### src/rtl/tlb_hint_pkg.sv
package tlb_hint_pkg;
  localparam int unsigned LFSR_W  = 16;
  localparam logic [15:0] SEED    = 16'hCCCC;
  localparam logic [15:0] TAPS    = 16'h8805;
  localparam int unsigned IDX_W   = 4;
  localparam int unsigned SET_W   = 2;
  localparam int unsigned VPN_W   = 19;
endpackage

### src/rtl/tlb_hint_lfsr.sv
module tlb_hint_lfsr #(
  parameter int unsigned W         = 16,
  parameter logic [W-1:0] SEED_VAL = '1,
  parameter logic [W-1:0] TAP_MASK = '1
) (
  input  logic         clk_i,
  input  logic         rst_ni,
  input  logic         adv_i,
  output logic [W-1:0] state_o
);
  logic [W-1:0] state_q;
  logic         fb;

  assign fb = ^(state_q & TAP_MASK);

  always_ff @(posedge clk_i or negedge rst_ni) begin
    if (!rst_ni)    state_q <= SEED_VAL;
    else if (adv_i) state_q <= {fb, state_q[W-1:1]};
  end

  assign state_o = state_q;

  p_idle_still_r6: assert property (@(posedge clk_i) disable iff (!rst_ni)
    !adv_i |=> $stable(state_q));
  p_top_bit_r5: assert property (@(posedge clk_i) disable iff (!rst_ni)
    adv_i |=> state_q[W-2:0] == $past(state_q[W-1:1]));
  p_nonzero_r5: assert property (@(posedge clk_i) disable iff (!rst_ni)
    state_q != '0);
endmodule

### src/rtl/tlb_hint_sel.sv
module tlb_hint_sel #(
  parameter int unsigned IDX_W = 4,
  parameter int unsigned SET_W = 2,
  parameter int unsigned VPN_W = 19,
  localparam int unsigned SEL_W = IDX_W + SET_W
) (
  input  logic             clk_i,
  input  logic             rst_ni,
  input  logic             load_i,
  input  logic             hit_i,
  input  logic [SET_W-1:0] hit_set_i,
  input  logic [SET_W-1:0] rand_set_i,
  input  logic [VPN_W-1:0] vpn_i,
  output logic [SEL_W-1:0] sel_o
);
  logic [SEL_W-1:0] sel_q, sel_d;
  logic [SET_W-1:0] set_pick;

  // protection fault reports the matching way, miss reports the random hint
  assign set_pick = hit_i ? hit_set_i : rand_set_i;

  always_comb begin
    sel_d = '0;
    sel_d[IDX_W-1:0]     = vpn_i[IDX_W-1:0];
    sel_d[SEL_W-1:IDX_W] = set_pick;
  end

  always_ff @(posedge clk_i or negedge rst_ni) begin
    if (!rst_ni)     sel_q <= '0;
    else if (load_i) sel_q <= sel_d;
  end

  assign sel_o = sel_q;

  p_hold_r7: assert property (@(posedge clk_i) disable iff (!rst_ni)
    !load_i |=> $stable(sel_q));
endmodule

### src/rtl/tlb_hint_top.sv
module tlb_hint_top
  import tlb_hint_pkg::*;
#(
  parameter int unsigned LW       = LFSR_W,
  parameter logic [LW-1:0] SEED_V = SEED,
  parameter logic [LW-1:0] TAP_V  = TAPS,
  parameter int unsigned IW       = IDX_W,
  parameter int unsigned SW       = SET_W,
  parameter int unsigned VW       = VPN_W,
  localparam int unsigned OW      = IW + SW
) (
  input  logic          clk_i,
  input  logic          rst_ni,
  input  logic          fault_i,
  input  logic          hit_i,
  input  logic [SW-1:0] hit_set_i,
  input  logic [VW-1:0] vpn_i,
  output logic [OW-1:0] sel_o
);
  logic [LW-1:0] lfsr_state;

  tlb_hint_lfsr #(.W(LW), .SEED_VAL(SEED_V), .TAP_MASK(TAP_V)) u_lfsr (
    .clk_i  (clk_i),
    .rst_ni (rst_ni),
    .adv_i  (fault_i),
    .state_o(lfsr_state)
  );

  tlb_hint_sel #(.IDX_W(IW), .SET_W(SW), .VPN_W(VW)) u_sel (
    .clk_i     (clk_i),
    .rst_ni    (rst_ni),
    .load_i    (fault_i),
    .hit_i     (hit_i),
    .hit_set_i (hit_set_i),
    .rand_set_i(lfsr_state[SW-1:0]),
    .vpn_i     (vpn_i),
    .sel_o     (sel_o)
  );

  p_index_r2: assert property (@(posedge clk_i) disable iff (!rst_ni)
    fault_i |=> sel_o[IW-1:0] == $past(vpn_i[IW-1:0]));
  p_miss_hint_r3: assert property (@(posedge clk_i) disable iff (!rst_ni)
    (fault_i && !hit_i) |=> sel_o[OW-1:IW] == $past(lfsr_state[SW-1:0]));
  p_prot_set_r4: assert property (@(posedge clk_i) disable iff (!rst_ni)
    (fault_i && hit_i) |=> sel_o[OW-1:IW] == $past(hit_set_i));
  p_adv_r6: assert property (@(posedge clk_i) disable iff (!rst_ni)
    fault_i |=> lfsr_state != $past(lfsr_state));
endmodule

### config.mk
export PLATFORM = sky130hd
export DESIGN_NAME = tlb_hint_top
export DESIGN_NICKNAME = d
export VERILOG_FILES = /design/src/rtl/tlb_hint_pkg.sv /design/src/rtl/tlb_hint_lfsr.sv /design/src/rtl/tlb_hint_sel.sv /design/src/rtl/tlb_hint_top.sv
export SDC_FILE = /design/constraint.sdc
export NUM_CORES = 1
export LEC_CHECK = 0
export BUFFER_PORTS_ARGS = -buffer_cell sky130_fd_sc_hd__buf_2
export CORE_MARGIN = 1
export CORE_UTILIZATION = 30
export DETAILED_ROUTE_END_ITERATION = 8
export PLACE_DENSITY = 0.62
export SYNTH_ARGS = -nofsm -noshare
export SYNTH_HDL_FRONTEND = slang
export SYNTH_SLANG_ARGS = --single-unit
### constraint.sdc
create_clock -name clk_i -period 1.6 [get_ports clk_i]
set_input_delay 0.08 -clock clk_i [delete_from_list [all_inputs] [get_ports clk_i]]
set_output_delay 0.08 -clock clk_i [all_outputs]
set_load 0.005 [all_outputs]
==> impl_metrics.env <==
export IMPL_diodes=0
export IMPL_start_util=0.328
export IMPL_fmax_mhz=838
export IMPL_outcome="finished clean"
export IMPL_synth_top_area_share=0.371
export IMPL_startpoint_type="register"
export IMPL_nets=104
export IMPL_post_cts_setup_buffers=0
export IMPL_finalSetupTns_ns=0
export IMPL_drt_initial_drc_count=15
export IMPL_drv_slew=0
export IMPL_die_area_sq_um=3380
export IMPL_synthDistinctLibCells=13
export IMPL_finalHoldViolCount=0
export IMPL_path_cells="xor2_1 -> mux2i_1 -> xor2_1"
export IMPL_skew_ns=0.0106
export IMPL_area_growth_synth_to_final_pct=20.1
export IMPL_hold_path_class="in2reg"
export IMPL_numPortBuffers=15
export IMPL_rows=19
export IMPL_die_h_um=58.1
export IMPL_wl_met2_um=570
export IMPL_grt_pass1_wl_mm=2.20
export IMPL_clk_latency_ns=0.30
export IMPL_wl_mm=1.31
export IMPL_drive_gt1_frac=0.590
export IMPL_path_class="reg2reg"
export IMPL_power_leakage_nw=0.542
export IMPL_synth_cell_area_sq_um=945
export IMPL_wl_met3_um=52
export IMPL_max_stage_delay_ns=0.57
export IMPL_clk_path_buf_depth=2
export IMPL_syn_nets=81
export IMPL_power_density_nw_per_um2=1480
export IMPL_post_place_ws_ns=0.400
export IMPL_dr_total_vias=484
export IMPL_reg2regPathDepth=3
export IMPL_wl_met1_um=688
export IMPL_r2r_slack_ns=0.41
export IMPL_htreeDepth=1
export IMPL_die_width_um=58.1
export IMPL_dr_pass1_iters=2
export IMPL_syn_area_per_cell_sq_um=16.9
export IMPL_post_route_util=0.395
export IMPL_top_layer_used="met3"
export IMPL_coreArea_sq_um=2880
export IMPL_ys_seq_elements=22
export IMPL_cts_buffers=3
export IMPL_rsz0062_at_grt="no"
export IMPL_num_io_pins=31
export IMPL_setup_violations=0
export IMPL_slowest_stage="dfstp_2"
export IMPL_grtUsageTotal=0.0876
export IMPL_hold_buffers=5
export IMPL_cts_root_buf="clkbuf_4"
export IMPL_cp_max_fo=3
export IMPL_syn_instance_count=56
export IMPL_ctsResizeCount=0
export IMPL_max_slew_worst_pin_slew_ns=0.473
export IMPL_max_vdd_ir_drop_uv=765
export IMPL_critPathArrivalTime_ns=1.43
export IMPL_ys_seq_area_frac=0.593
export IMPL_min_delay_path_depth=3
export IMPL_worst_slack_ns=0.406
export IMPL_cts_tree="built"
export IMPL_drc=0
export IMPL_yosys_warnings=0
export IMPL_final_min_clock_period_ns=1.19
export IMPL_antenna_left=0
export IMPL_overflow=0
export IMPL_gp_congestion=0.656
export IMPL_grt_pass1_vias=482
export IMPL_cap_viol_max_count=0
export IMPL_yosysTopAreaCell="dfrtp_1"
export IMPL_relSlewSlack=0.685
export IMPL_crit_required_ns=1.84
export IMPL_finalPower_mw=1.68
export IMPL_post_route_period_util=0.746
export IMPL_path_clk_slew_ns=0.12
export IMPL_post_dp_hpwl_um=894
export IMPL_antenna_found_initial=0
export IMPL_crit_path_frequent_cell="xor2_1"
export IMPL_routedWlPerCell_um=10.9
export IMPL_fin_worst_hold_slack_ns=0.0994
export IMPL_grt_max_degree=23
export IMPL_clock_sinks=22
export IMPL_crit_path_end_kind="register"
export IMPL_vias_per_cell=4.03
export IMPL_ys_top_cells_by_area="dfrtp_1 37%, mux2_4 24%, dfstp_2 22%"
metal layers:
layer  up-vias  track usage
met1       236        0.119
met4         0            0
li1        235            -
met2        13        0.133
met3         0       0.0469
met5         -            0
logic make-up (layout without fill, tap and decap cells):
| kind of cell | Yosys count | in the layout | synth area share |
|---|---|---|---|
| buf+inv | 4 | 26 | 0.0397 |
| flops | 22 | 22 | 0.593 |
| xor+xnor | 2 | 2 | 0.0185 |
| mux | 21 | 21 | 0.306 |
| simple gates | 4 | 4 | 0.0265 |
| compound gates | 3 | 3 | 0.0159 |
stage by stage:
step	instance area, sq um	cells
3_5_place_dp	1060	111
2_1_floorplan	945	56
4_1_cts	1130	120
6_report	1130	120
3_3_place_gp	1060	111
5_1_grt	1130	120
synth_stat cells, drive strengths merged:
cell	n
a21oi	2
buf	3
dfrtp	14
dfstp	8
inv	1
mux2	18
mux2i	3
nand2	1
nand2b	1
nor2	2
o21ai	1
xor2	2
cells in the final DEF, fill, tap and decap left out, drive strengths merged, types with 2 or more instances in the layout:
cell,count
clkbuf,4
mux2i,3
dfstp,8
a21oi,2
nor2,2
buf,16
xor2,2
dlygate4sd3,5
dfrtp,14
mux2,18
final timing paths:
check / startpoint / to
worst max-delay path: u_lfsr.state_o[2] / u_lfsr.state_o[15]
worst min-delay path: hit_set_i[0] / u_sel.sel_o[4]
worst max register to register: u_lfsr.state_o[2] / u_lfsr.state_o[15]
min in group asynchronous: rst_ni / u_sel.sel_o[3]
max in group asynchronous: rst_ni / u_lfsr.state_o[3]
worst min register to register: u_lfsr.state_o[10] / u_lfsr.state_o[10]
sequential cells by signal (all words and copies together) (netlist names):
signal / cells
u_lfsr.state_o: 16
u_sel.sel_o: 6
worst max-delay path, delay by kind of cell, from the launching register on:
family	cells	cell delay, ns
multiplexers	1	0.23
XOR/XNOR	2	0.34
flip-flops	1	0.57
power breakdown:
part           internal (mW)  switching, mW
clock                 0.0970          0.151
combinational          0.328          0.129
sequential             0.842          0.132
total                   1.27          0.412
final cells by class:
type	count	area, sq um
Inverter	1	3.75
Clock buffer	4	26.3
Sequential cell	22	561
Tap cell	42	52.6
Fill cell	271	1740
Timing Repair Buffer	21	145
Multi-Input combinational cell	30	347
Power figures use the tool's default switching activity.
